**src/rtl/statIrqPkg.sv**
```systemverilog
package statIrqPkg;
  localparam int NUM_STAT = 3;
  localparam int STAT_W   = 8;
  localparam int ADDR_W   = 3;
  localparam int NUM_BITS = NUM_STAT * STAT_W;

  typedef enum logic [1:0] {
    KIND_EVENT  = 2'd0,
    KIND_COND   = 2'd1,
    KIND_DOUBLE = 2'd2
  } bitKind_e;

  typedef struct packed {
    logic [NUM_STAT-1:0] statWr;
    logic [NUM_STAT-1:0] maskWr;
    logic [STAT_W-1:0]   wrData;
    logic [ADDR_W-1:0]   rdSel;
  } busStrobes_t;

  // Default map: low nibble level conditions, high nibble events,
  // with two-edge conditions at reg1 bits 1..2 and reg2 bit 7.
  function automatic logic [2*NUM_BITS-1:0] defaultKinds();
    logic [2*NUM_BITS-1:0] k;
    k = '0;
    for (int r = 0; r < NUM_STAT; r++) begin
      for (int b = 0; b < STAT_W; b++) begin
        bitKind_e kb;
        if ((r == 1 && (b == 1 || b == 2)) || (r == 2 && b == 7)) kb = KIND_DOUBLE;
        else if (b < STAT_W / 2) kb = KIND_COND;
        else kb = KIND_EVENT;
        k[2*(r*STAT_W+b) +: 2] = kb;
      end
    end
    return k;
  endfunction
endpackage

```
**src/rtl/statIrqCtrl.sv**
```systemverilog
module statIrqCtrl
  import statIrqPkg::*;
(
  input  logic              busWe,
  input  logic [ADDR_W-1:0] busAddr,
  input  logic [STAT_W-1:0] busWdata,
  output busStrobes_t       stb
);
  always_comb begin
    stb        = '0;
    stb.wrData = busWdata;
    stb.rdSel  = busAddr;
    for (int r = 0; r < NUM_STAT; r++) begin
      if (busWe && busAddr == ADDR_W'(r))            stb.statWr[r] = 1'b1;
      if (busWe && busAddr == ADDR_W'(NUM_STAT + r)) stb.maskWr[r] = 1'b1;
    end
  end
endmodule

```
**src/rtl/statIrqDatapath.sv**
```systemverilog
module statIrqDatapath
  import statIrqPkg::*;
#(
  parameter logic [2*NUM_BITS-1:0] KINDS = defaultKinds()
) (
  input  logic                clk,
  input  logic                rst,
  input  logic [NUM_BITS-1:0] sigIn,
  input  busStrobes_t         stb,
  output logic [STAT_W-1:0]   rdData,
  output logic [NUM_STAT-1:0] summary,
  output logic                irq,
  output logic [NUM_BITS-1:0] pendVec,
  output logic [NUM_BITS-1:0] maskVec
);
  localparam int SUM_ADDR = 2 * NUM_STAT;

  logic [NUM_BITS-1:0] prevIn;
  logic [NUM_BITS-1:0] setNow;
  logic [NUM_BITS-1:0] clrNow;
  logic [NUM_BITS-1:0] snapVec;

  for (genvar i = 0; i < NUM_BITS; i++) begin : g_bit
    localparam int REG_IDX = i / STAT_W;
    localparam int BIT_IDX = i % STAT_W;
    localparam bitKind_e KIND = bitKind_e'(KINDS[2*i +: 2]);
    if (KIND == KIND_EVENT) begin : g_evt
      assign setNow[i] = sigIn[i] & ~prevIn[i];
    end else if (KIND == KIND_COND) begin : g_cond
      assign setNow[i] = sigIn[i];
    end else begin : g_dbl
      // level while high, plus the cycle of the falling edge
      assign setNow[i] = sigIn[i] | prevIn[i];
    end
    assign clrNow[i] = stb.statWr[REG_IDX] & stb.wrData[BIT_IDX];
  end

  always_ff @(posedge clk) begin
    if (rst) begin
      prevIn  <= '0;
      pendVec <= '0;
      snapVec <= '0;
      maskVec <= '0;
      irq     <= 1'b0;
    end else begin
      prevIn  <= sigIn;
      pendVec <= setNow | (pendVec & ~clrNow);
      snapVec <= (clrNow & pendVec) | (~clrNow & snapVec);
      for (int r = 0; r < NUM_STAT; r++) begin
        if (stb.maskWr[r]) maskVec[r*STAT_W +: STAT_W] <= stb.wrData;
      end
      irq <= |summary;
    end
  end

  always_comb begin
    for (int r = 0; r < NUM_STAT; r++) begin
      summary[r] = |(pendVec[r*STAT_W +: STAT_W] & maskVec[r*STAT_W +: STAT_W]);
    end
  end

  always_comb begin
    rdData = '0;
    for (int r = 0; r < NUM_STAT; r++) begin
      if (stb.rdSel == ADDR_W'(r))            rdData = snapVec[r*STAT_W +: STAT_W];
      if (stb.rdSel == ADDR_W'(NUM_STAT + r)) rdData = maskVec[r*STAT_W +: STAT_W];
    end
    if (stb.rdSel == ADDR_W'(SUM_ADDR)) rdData = STAT_W'(summary);
  end
endmodule

```
**src/rtl/statIrqTop.sv**
```systemverilog
module statIrqTop
  import statIrqPkg::*;
#(
  parameter logic [2*NUM_BITS-1:0] KINDS = defaultKinds()
) (
  input  logic                clk,
  input  logic                rst,
  input  logic [NUM_BITS-1:0] sigIn,
  input  logic                busWe,
  input  logic [ADDR_W-1:0]   busAddr,
  input  logic [STAT_W-1:0]   busWdata,
  output logic [STAT_W-1:0]   busRdata,
  output logic                irqOut
);
  busStrobes_t         stb;
  logic [NUM_STAT-1:0] summary;
  logic [NUM_BITS-1:0] pendVec;
  logic [NUM_BITS-1:0] maskVec;

  statIrqCtrl u_ctrl (
    .busWe    (busWe),
    .busAddr  (busAddr),
    .busWdata (busWdata),
    .stb      (stb)
  );

  statIrqDatapath #(.KINDS(KINDS)) u_dp (
    .clk     (clk),
    .rst     (rst),
    .sigIn   (sigIn),
    .stb     (stb),
    .rdData  (busRdata),
    .summary (summary),
    .irq     (irqOut),
    .pendVec (pendVec),
    .maskVec (maskVec)
  );
endmodule

```
**config.mk**
```make
export PLATFORM = sky130hd
export DESIGN_NAME = statIrqTop
export DESIGN_NICKNAME = d
export VERILOG_FILES = /design/src/rtl/statIrqPkg.sv /design/src/rtl/statIrqCtrl.sv /design/src/rtl/statIrqDatapath.sv /design/src/rtl/statIrqTop.sv
export SDC_FILE = /design/constraint.sdc
export NUM_CORES = 1
export LEC_CHECK = 0
export ABC_CLOCK_PERIOD_IN_PS = 1500
export BUFFER_PORTS_ARGS = -buffer_cell sky130_fd_sc_hd__clkbuf_2
export CORE_AREA = 3 3 90 92
export CTS_CLUSTER_DIAMETER = 150
export DETAILED_ROUTE_END_ITERATION = 12
export DIE_AREA = 0 0 93 95
export GPL_ROUTABILITY_DRIVEN = 0
export PLACE_DENSITY = 0.78
export SLEW_MARGIN = 20
export SYNTH_ARGS = -nofsm -noshare
export SYNTH_HDL_FRONTEND = slang
export SYNTH_SLANG_ARGS = --single-unit
```
**constraint.sdc**
```tcl
create_clock -name clk -period 1.5 [get_ports clk]
set_input_delay 0.075 -clock clk [delete_from_list [all_inputs] [get_ports clk]]
set_output_delay 0.075 -clock clk [all_outputs]
set_load 0.02 [all_outputs]
```
**After elaboration in Yosys (flattened, before gate mapping)**

Index checks and enable logic that the tools add are counted.

- Output and inout port bits: 9
- Bits in registers: 97
- Input bits: 38

- Bitwise logic cells: 58
- Reductions and logical operators: 11
- Equal/unequal tests: 6
- Multiplexer cells: 13

Operators by type and width:

| operator | count |
|---|---|
| 24-bit AND | 3 |
| 8-bit two-way mux | 7 |
| 24-bit OR | 2 |
| 1-bit AND | 35 |
| 8-bit AND | 3 |
| 24-bit inverter | 1 |
| 24-bit OR reduction | 1 |
| 8-bit OR reduction | 3 |
| 1-bit inverter | 11 |
| 3-bit == test (second input constant) | 3 |
| 3-bit by 2-bit == test with 1-bit output (second input constant) | 2 |
| 1-bit logical AND | 6 |
| 1-bit two-way mux | 6 |
| 3-bit by 1-bit == test with 1-bit output (second input constant) | 1 |
| 3-bit zero test | 1 |
| 1-bit OR | 3 |

**Logic depth before layout (Yosys ltp)**

Gate-level depths: netlist of run 1.

- Depth in word-level cells: 8
- Mapped depth: 7

**Hierarchy**

From an unflattened synthesis of run 1, not the netlist that was laid out.

- Cells, all modules: 436
- Area, all modules: 3774.9 µm²

By module, submodules not included:

| module | cells an instance | seq. area each (µm²) | times used | area each (µm²) |
|---|---|---|---|---|
| statIrqDatapath | 419 | 1741.7 | 1 | 3617.2 |
| statIrqCtrl | 17 | 0.0 | 1 | 157.7 |

**Least setup slack after synthesis of run 1**

Ideal clock, no wire load.

- Path type: input-to-output
- Start point: input busAddr[1]
- End point: output busRdata[6]
- Stages: 5
- Path slack: 362 ps
- Buffers on the path: 3
- Required time: 1425 ps
- Arrival: 1063 ps
- Cells stage by stage: buf_6 > buf_2 > clkbuf_1 > o21ai_1 > a21oi_1

- Longest elaborated chain between the ends: 8
- Elaborated cells on any way between the ends: 14
- Classes of those cells: eq/ne: 6; mux: 7; reduce/logical: 1

RTL lines:

| element | RTL line | RTL |
|---|---|---|
| from (decl) | statIrqTop.sv:10 | `input logic [ADDR_W-1:0] busAddr,` |
| 3-bit zero test | statIrqDatapath.sv:65 | `if (stb.rdSel == ADDR_W'(r)) rdData = snapVec[r*STAT_W +: STAT_W];` |
| 8-bit two-way mux | statIrqDatapath.sv:65 |  |
| 8-bit two-way mux | statIrqDatapath.sv:66 | `if (stb.rdSel == ADDR_W'(NUM_STAT + r)) rdData = maskVec[r*STAT_W +: STAT_W];` |
| 8-bit two-way mux | statIrqDatapath.sv:65 |  |
| 8-bit two-way mux | statIrqDatapath.sv:66 |  |
| 8-bit two-way mux | statIrqDatapath.sv:65 |  |
| 8-bit two-way mux | statIrqDatapath.sv:66 |  |
| 8-bit two-way mux * | statIrqDatapath.sv:68 | `if (stb.rdSel == ADDR_W'(SUM_ADDR)) rdData = STAT_W'(summary);` |
| to (decl) | statIrqTop.sv:12 | `output logic [STAT_W-1:0] busRdata,` |

Mark *: on every way between the ends. The rest lies on a longest branch, timed or not.

**Worst setup path after layout of run 1**

- Start point: register u_dp.maskVec[10]
- End point: output busRdata[2]

- Longest elaborated chain between the ends: 4

RTL lines:

| element | RTL line | RTL |
|---|---|---|
| from (decl) | statIrqDatapath.sv:14 | `output logic [NUM_BITS-1:0] maskVec` |
| from (signal, indexed assignment) | statIrqDatapath.sv:50 | `if (stb.maskWr[r]) maskVec[r*STAT_W +: STAT_W] <= stb.wrData;` |
| 8-bit two-way mux | statIrqDatapath.sv:66 |  |
| 8-bit two-way mux | statIrqDatapath.sv:65 |  |
| 8-bit two-way mux | statIrqDatapath.sv:66 |  |
| 8-bit two-way mux | statIrqDatapath.sv:68 |  |

No other way between the ends.

==> Flow_metrics.wiki, run 1 <==
{| class="wikitable"
! Metric !! Value
|-
| Post-synth EDFFs || 0
|-
| Number of antenna violations at the first check in global routing || 0
|-
| Number of antenna repair diodes || 0
|-
| Count of buffering cells on the critical path with inverters included || 1
|-
| Switching share of power || around a quarter
|-
| Net count reported at finish || 550
|-
| CP required || between 1 and 1.5 ns
|-
| Cell taking the most area after synthesis || sky130_fd_sc_hd__dfxtp_1
|-
| TritonCTS clock tree || built
|-
| Share of cells above drive strength 1 || between 20% and 30%
|-
| Static leakage || roughly 1.7 nW
|-
| Port buffer count || 46
|-
| Number of buffers on the longest clock path || 2
|-
| Number of sinks on the clock net || between 80 and 90
|-
| Drt pass-1 iters || 6
|-
| DRC marker count from the first detailed-route iteration || 295
|-
| Unrepaired setup endpoints after global routing || yes
|-
| Leading post-synthesis cells by cell area || sky130_fd_sc_hd__dfxtp_1, sky130_fd_sc_hd__a21oi_1, sky130_fd_sc_hd__nand2_1
|-
| Std cell rows || 31
|-
| Die area || 0.00884 sq mm
|-
| Maxcap violations || 0
|-
| Internal Pwr Total || approximately 3.3 mW
|-
| Clock network fraction of design power || about 32%
|-
| Power dissipated by switching net loads || 1.11 mW
|-
| Share of the clock period used by the worst path after layout || 103%
|-
| Via count of the first global-routing pass || around 3000
|-
| Maximum fanout encountered on the critical timing path || 3
|-
| Leading cell types in the layout, fill and taps excluded || sky130_fd_sc_hd__nand2_1, sky130_fd_sc_hd__a21oi_1, sky130_fd_sc_hd__dfxtp_1
|-
| Critical Path Slowest Stage Cell || sky130_fd_sc_hd__mux4_2
|-
| Count of antenna-violating nets left after detailed routing || 0
|-
| Filler instances || ~660
|-
| Power density cells || about 990 mW/mm^2
|-
| Final Hold Violating Endpoints || 0
|-
| DPL Wire Length || about 6500 microns
|-
| Worst-case clock skew || around 0.0074 ns
|-
| Worst Tran Pin Value || about 0.54 ns
|-
| Cells along the critical path || mux4_2 > nor2_2 > nor2_2 > buf_6
|-
| Dominant register cell in the synthesized netlist || sky130_fd_sc_hd__dfxtp_1
|-
| Finished Cell Area || 0.00445 sq mm
|-
| Violations in the final reports || negative setup slack
|-
| Wire length of the first global-routing pass || roughly 15000 microns
|-
| Register bit total from synthesis || 87
|-
| Result of the run || finished with violations
|-
| Max rail drop VDD || between 0.5 and 0.6 mV
|-
| Wire length after detailed routing || between 9000 and 10000 microns
|-
| Startpoint-to-endpoint class of the critical path || flip-flop to primary output
|-
| Floorplan die height || ~95 microns
|-
| Syn. warnings || 0
|-
| Number of I/O pins || 47
|-
| Synthesized netlist net count || approximately 500
|-
| Horizontal die dimension || ~93 microns
|-
| Crit-path max cell delay || between 0.4 and 0.5 ns
|-
| Reg-to-reg setup timing slack || about 0.33 ns
|-
| Proportion of power drawn by flip-flops and latches || 56.1%
|-
| Drt wl/cell || approximately 15 microns
|-
| Placement-stage cell area || between 0.003 and 0.004 sq mm
|-
| Utilization of the core after routing || 61.1%
|-
| Arrival time of data at the critical path endpoint || between 1 and 1.5 ns
|-
| Category of cells accounting for the largest share of critical-path delay || multiplexers
|-
| Clock insertion delay at the later pin of the skew report || 0.36 ns
|-
| Largest net degree at the start of global routing || between 80 and 90
|-
| Share of synthesized area occupied by flip-flops and latches || 47.2%
|-
| Summed instance area of the synthesized netlist || 0.00369 sq mm
|-
| Kind of end point of the critical path || primary output
|-
| Total number of H-tree levels || 3
|-
| Launch point of the worst hold path || busWdata[3]
|-
| Overflow left after global routing || 0
|-
| Number of pins exceeding their max-slew limit in the final report || 0
|-
| Nature of the critical path startpoint || flip-flop
|-
| Cell seen most often among critical-path stages || sky130_fd_sc_hd__nor2_2
|-
| Effective utilization at floorplan || around half
|-
| Rel. slew slack || 64.0%
|-
| Type of the worst min-delay path || input port to flip-flop
|-
| Area taken by flip-flops and latches || approximately 0.0018 sq mm
|-
| Async SR Flop Fraction || 0%
|-
| Worst Setup SP || u_dp.maskVec[10]
|-
| Remaining routing DRC violations || 0
|-
| Area fraction of the dominant cell type after synthesis || 47.2%
|-
| Cts bufs inserted || 9
|-
| Vias || between 3000 and 4000
|-
| Root Driver || sky130_fd_sc_hd__clkbuf_8
|-
| Setup violations, final || 3
|-
| Core region area || 0.00729 sq mm
|-
| Area used by multi-input combinational logic || approximately 0.0018 sq mm
|-
| Final worst setup slack || -0.0521 ns
|-
| Overall fraction of global-route tracks in use || around 22%
|-
| Vias per std cell || ~5.5
|-
| Mean instance size in the synthesized netlist || just over 8 sq um
|-
| Yosys cell types || 31
|-
| Comb power frac || 11.5%
|-
| R2r startpoint || u_dp.pendVec[3]
|-
| Most common cell after layout, fill and taps aside || sky130_fd_sc_hd__nand2_1
|-
| Post-CTS clock slew at the launch and capture registers of the worst setup and hold paths || 0.08 ns
|-
| Number of instances in the synthesized netlist || 450
|-
| Synthesis-to-layout area growth || 20.8%
|-
| Maximum achievable frequency || between 0.6 and 0.7 GHz
|-
| Minimum clock period after layout || about 1.6 ns
|}
worst reg2reg max path, cell delays in order, from the launching register on:
cell and delay (ns):
sky130_fd_sc_hd__dfxtp_1 0.35, sky130_fd_sc_hd__a22oi_2 0.22, sky130_fd_sc_hd__nand4_1 0.14, sky130_fd_sc_hd__buf_4 0.16
sky130_fd_sc_hd__nor3_1 0.13, sky130_fd_sc_hd__nor2_1 0.06
cell type report:
| type | count | area share, % |
|---|---|---|
| multi-input combinational | 329 | 40.6 |
| sequential | 87 | 39.5 |
| timing repair buffer | 84 | 13.4 |
| clock buffer | 13 | 3.57 |
| tap | 99 | 2.78 |
| clock inverter | 1 | 0.112 |
| inverter | 1 | 0.0843 |
cells in the mapped netlist, types with 3 or more instances:
cell	number
sky130_fd_sc_hd__a21oi_2	3
sky130_fd_sc_hd__and3_1	4
sky130_fd_sc_hd__a21oi_1	75
sky130_fd_sc_hd__a211oi_1	4
sky130_fd_sc_hd__a22oi_1	12
sky130_fd_sc_hd__buf_2	8
sky130_fd_sc_hd__mux2i_1	9
sky130_fd_sc_hd__o21ai_0	11
sky130_fd_sc_hd__nand2_1	97
sky130_fd_sc_hd__nand4_1	4
sky130_fd_sc_hd__mux4_2	3
sky130_fd_sc_hd__nor2b_1	30
sky130_fd_sc_hd__buf_6	5
sky130_fd_sc_hd__dfxtp_1	87
sky130_fd_sc_hd__nand2_2	4
sky130_fd_sc_hd__o22ai_1	4
sky130_fd_sc_hd__buf_4	3
sky130_fd_sc_hd__clkbuf_1	17
sky130_fd_sc_hd__nor2_1	33
sky130_fd_sc_hd__nand3_1	24
power groups by stage:
stage | logic [mW] | clock network (mW) | registers [mW]
floorplan | 0.305 | 0 | 2.50
global placement | 0.427 | 0 | 2.52
detailed placement | 0.438 | 0 | 2.52
CTS | 0.492 | 1.46 | 2.47
global route | 0.558 | 1.55 | 2.48
finish | 0.508 | 1.43 | 2.47
stage by stage:
step           hold WS (ns)  std cells  TNS [ns]  setup WS, ns  total power, mW
6_report             0.0972        614    -0.123       -0.0521             4.41
5_1_grt               0.108        614    -0.333        -0.117             4.59
4_1_cts              0.0888        612    -0.153       -0.0610             4.42
3_5_place_dp          0.290        573         0         0.141             2.96
3_3_place_gp          0.284        573         0         0.197             2.94
2_1_floorplan         0.192        450         0         0.362             2.80
worst paths after layout:
check | to | cells past startpoint
max | busRdata[2] | 4
min | u_dp.maskVec[19] | 3
max reg2reg | u_dp.irq | 5
min reg2reg | u_dp.pendVec[10] | 2
kinds of logic (layout without fill, tap and decap cells):
| logic type | Yosys count | after routing | synth area share (%) |
|---|---|---|---|
| AOI/OAI and AO/OA | 111 | 111 | 16.6 |
| muxes | 12 | 12 | 4.28 |
| DFF | 87 | 87 | 47.2 |
| buffers and inverters | 34 | 99 | 5.06 |
| and+or+nand+nor | 206 | 206 | 26.8 |
layer usage:
metal	share of wire [%]	vias to the layer above	global-route usage [%]
li1	-	1655	-
met2	46	141	34.0
met4	2.1	0	10.1
met5	0	-	0
met3	8.3	18	4.38
met1	43	1542	29.0
what timing repair did:
action                     in CTS  in global routing
buffers inserted                1                  2
resized for setup               2                 30
hold buffers                   24                  0
hold endpoints to repair       27                  0
pin swaps                       3                 12
setup endpoints to repair       3                  5
(Power assumes the default switching activity.)
==> run 2, diff against run 1 <==
- TNS_END_PERCENT: not set -> 1
==> Flow_metrics.wiki, run 2 (synthesized netlist as in run 1, its figures left out) <==
{| class="wikitable"
! Metric !! Value
|-
| Port buffer count || 46 (unchanged)
|-
| Worst-case clock skew || 0.00553 ns (-0.00183 ns)
|-
| Count of antenna-violating nets left after detailed routing || 0 (unchanged)
|-
| Type of the worst min-delay path || input port to flip-flop
|-
| Via count of the first global-routing pass || 3010 (unchanged)
|-
| Unrepaired setup endpoints after global routing || yes
|-
| Largest net degree at the start of global routing || 88 (unchanged)
|-
| Most common cell after layout, fill and taps aside || sky130_fd_sc_hd__nand2_1
|-
| Clock insertion delay at the later pin of the skew report || 0.35 ns (about the same)
|-
| Power density cells || 989 mW/mm^2 (about the same)
|-
| Maximum fanout encountered on the critical timing path || 4 (+1)
|-
| Final Hold Violating Endpoints || 0 (unchanged)
|-
| Rel. slew slack || 63.8% (-0.20 points)
|-
| Power after layout || 4.40 mW (-0.12%)
|-
| TritonCTS clock tree || built
|-
| Worst Tran Pin Value || 0.540 ns (+0.00297 ns)
|-
| Total number of H-tree levels || 3 (unchanged)
|-
| Effective utilization at floorplan || 50.6% (unchanged)
|-
| DRC marker count from the first detailed-route iteration || 263 (-11%)
|-
| Number of pins exceeding their max-slew limit in the final report || 0 (unchanged)
|-
| Number of antenna violations at the first check in global routing || 0 (unchanged)
|-
| Horizontal die dimension || 93 microns (unchanged)
|-
| Vias || 3403 (+1.4%)
|-
| DPL Wire Length || 6500 microns (unchanged)
|-
| Maxcap violations || 0 (unchanged)
|-
| Static leakage || 1.67 nW (about the same)
|-
| Arrival time of data at the critical path endpoint || 1.50 ns (+0.02 ns)
|-
| Leading cell types in the layout, fill and taps excluded || sky130_fd_sc_hd__nand2_1, sky130_fd_sc_hd__dfxtp_1, sky130_fd_sc_hd__a21oi_1
|-
| Drt wl/cell || 15.4 microns (+0.92%)
|-
| Root Driver || sky130_fd_sc_hd__clkbuf_8
|-
| Wire length after detailed routing || 9440 microns (+0.92%)
|-
| Maximum achievable frequency || 0.634 GHz (-1.7%)
|-
| Die area || 0.00884 sq mm (unchanged)
|-
| Filler instances || 659 (+0.46%)
|-
| Nature of the critical path startpoint || flip-flop
|-
| Net count reported at finish || 550 (unchanged)
|-
| Placed Cells || 573 (unchanged)
|-
| Max rail drop VDD || 0.553 mV (about the same)
|-
| Post-CTS clock slew at the launch and capture registers of the worst setup and hold paths || 0.08 ns (about the same)
|-
| Share of cells above drive strength 1 || 21.2% (-0.39 points)
|-
| Minimum clock period after layout || 1.58 ns (+0.0261 ns)
|-
| Number of I/O pins || 47 (unchanged)
|-
| CP required || 1.42 ns (about the same)
|-
| Number of standard cells in the final layout excluding fillers || 614 (unchanged)
|-
| Overflow left after global routing || 0 (unchanged)
|-
| Vias per std cell || 5.54 (+1.4%)
|-
| Setup violations, final || 3 (unchanged)
|-
| Synthesis-to-layout area growth || 20.7% (about the same)
|-
| Number of buffers on the longest clock path || 2 (unchanged)
|-
| Violations in the final reports || negative setup slack
|-
| Overall fraction of global-route tracks in use || 21.7% (unchanged)
|-
| Std cell rows || 31 (unchanged)
|-
| Number of antenna repair diodes || 0 (unchanged)
|-
| Final worst setup slack || -0.0782 ns (-0.0261 ns)
|-
| Wire length of the first global-routing pass || 14700 microns (unchanged)
|-
| Floorplan die height || 95 microns (unchanged)
|-
| Result of the run || finished with violations
|-
| Number of sinks on the clock net || 87 (unchanged)
|-
| Remaining routing DRC violations || 0 (unchanged)
|-
| Kind of end point of the critical path || primary output
|-
| Cts bufs inserted || 9 (unchanged)
|-
| Core region area || 0.00729 sq mm (unchanged)
|-
| Startpoint-to-endpoint class of the critical path || flip-flop to primary output
|-
| Drt pass-1 iters || 5 (-1)
|-
| Share of the clock period used by the worst path after layout || 105% (+1.7 points)
|}
## run 2: final cells by class
| type | count | area (sq um) | share of cell area [%] |
|---|---|---|---|
| Clock buffer | 13 | 159 | 3.57 |
| Timing Repair Buffer | 84 | 597 | 13.4 |
| Tap cell | 99 | 124 | 2.78 |
| Multi-Input combinational cell | 329 | 1810 | 40.6 |
| Clock inverter | 1 | 5.00 | 0.112 |
| Inverter | 1 | 3.75 | 0.0843 |
| Sequential cell | 87 | 1760 | 39.5 |
## run 2: power breakdown
group	internal [mW]	switching [mW]
Clock	0.673	0.745
Combinational	0.227	0.283
Sequential	2.40	0.0726
## run 2: final timing paths
kind | end | slack, ns | depth (start not counted) | startpoint
worst max-delay path | busRdata[1] | -0.08 | 5 | u_dp.maskVec[14]
worst min-delay path | u_dp.maskVec[19] | 0.1 | 3 | busWdata[3]
worst max register to register | u_dp.irq | 0.35 | 5 | u_dp.pendVec[3]
worst min register to register | u_dp.pendVec[10] | 0.45 | 2 | u_dp.prevIn[10]
## run 2: repair_timing
action                     CTS  global route
setup endpoints to repair    3             5
buffers inserted             1             2
pin swaps                    3            10
hold buffers                24             0
gates resized for setup      2            27
hold endpoints to repair    27             0
## run 2: routing by layer
metal	track usage [%]	wire length, microns
met1	29.0	4120
met2	34.0	4380
met3	4.38	757
met4	10.1	176
met5	0	0
## run 2: worst max-delay path: stages, from the launching register on
cell                      delay [ns]
sky130_fd_sc_hd__dfxtp_2        0.36
sky130_fd_sc_hd__a22oi_1        0.17
sky130_fd_sc_hd__nand4_1        0.19
sky130_fd_sc_hd__a21oi_1        0.21
sky130_fd_sc_hd__nor2_1         0.06
sky130_fd_sc_hd__buf_2          0.15
## run 2: through the flow
stage	setup WS, ns	utilization (%)	instance area [sq um]	setup TNS [ns]	hold WS, ns
3_3_place_gp	0.197	54.2	3950	0	0.284
6_report	-0.0782	61.1	4450	-0.158	0.0955
3_5_place_dp	0.141	54.2	3950	0	0.290
5_1_grt	-0.117	61.1	4450	-0.332	0.108
2_1_floorplan	0.362	-	3690	0	0.192
4_1_cts	-0.0610	60.0	4370	-0.153	0.0888
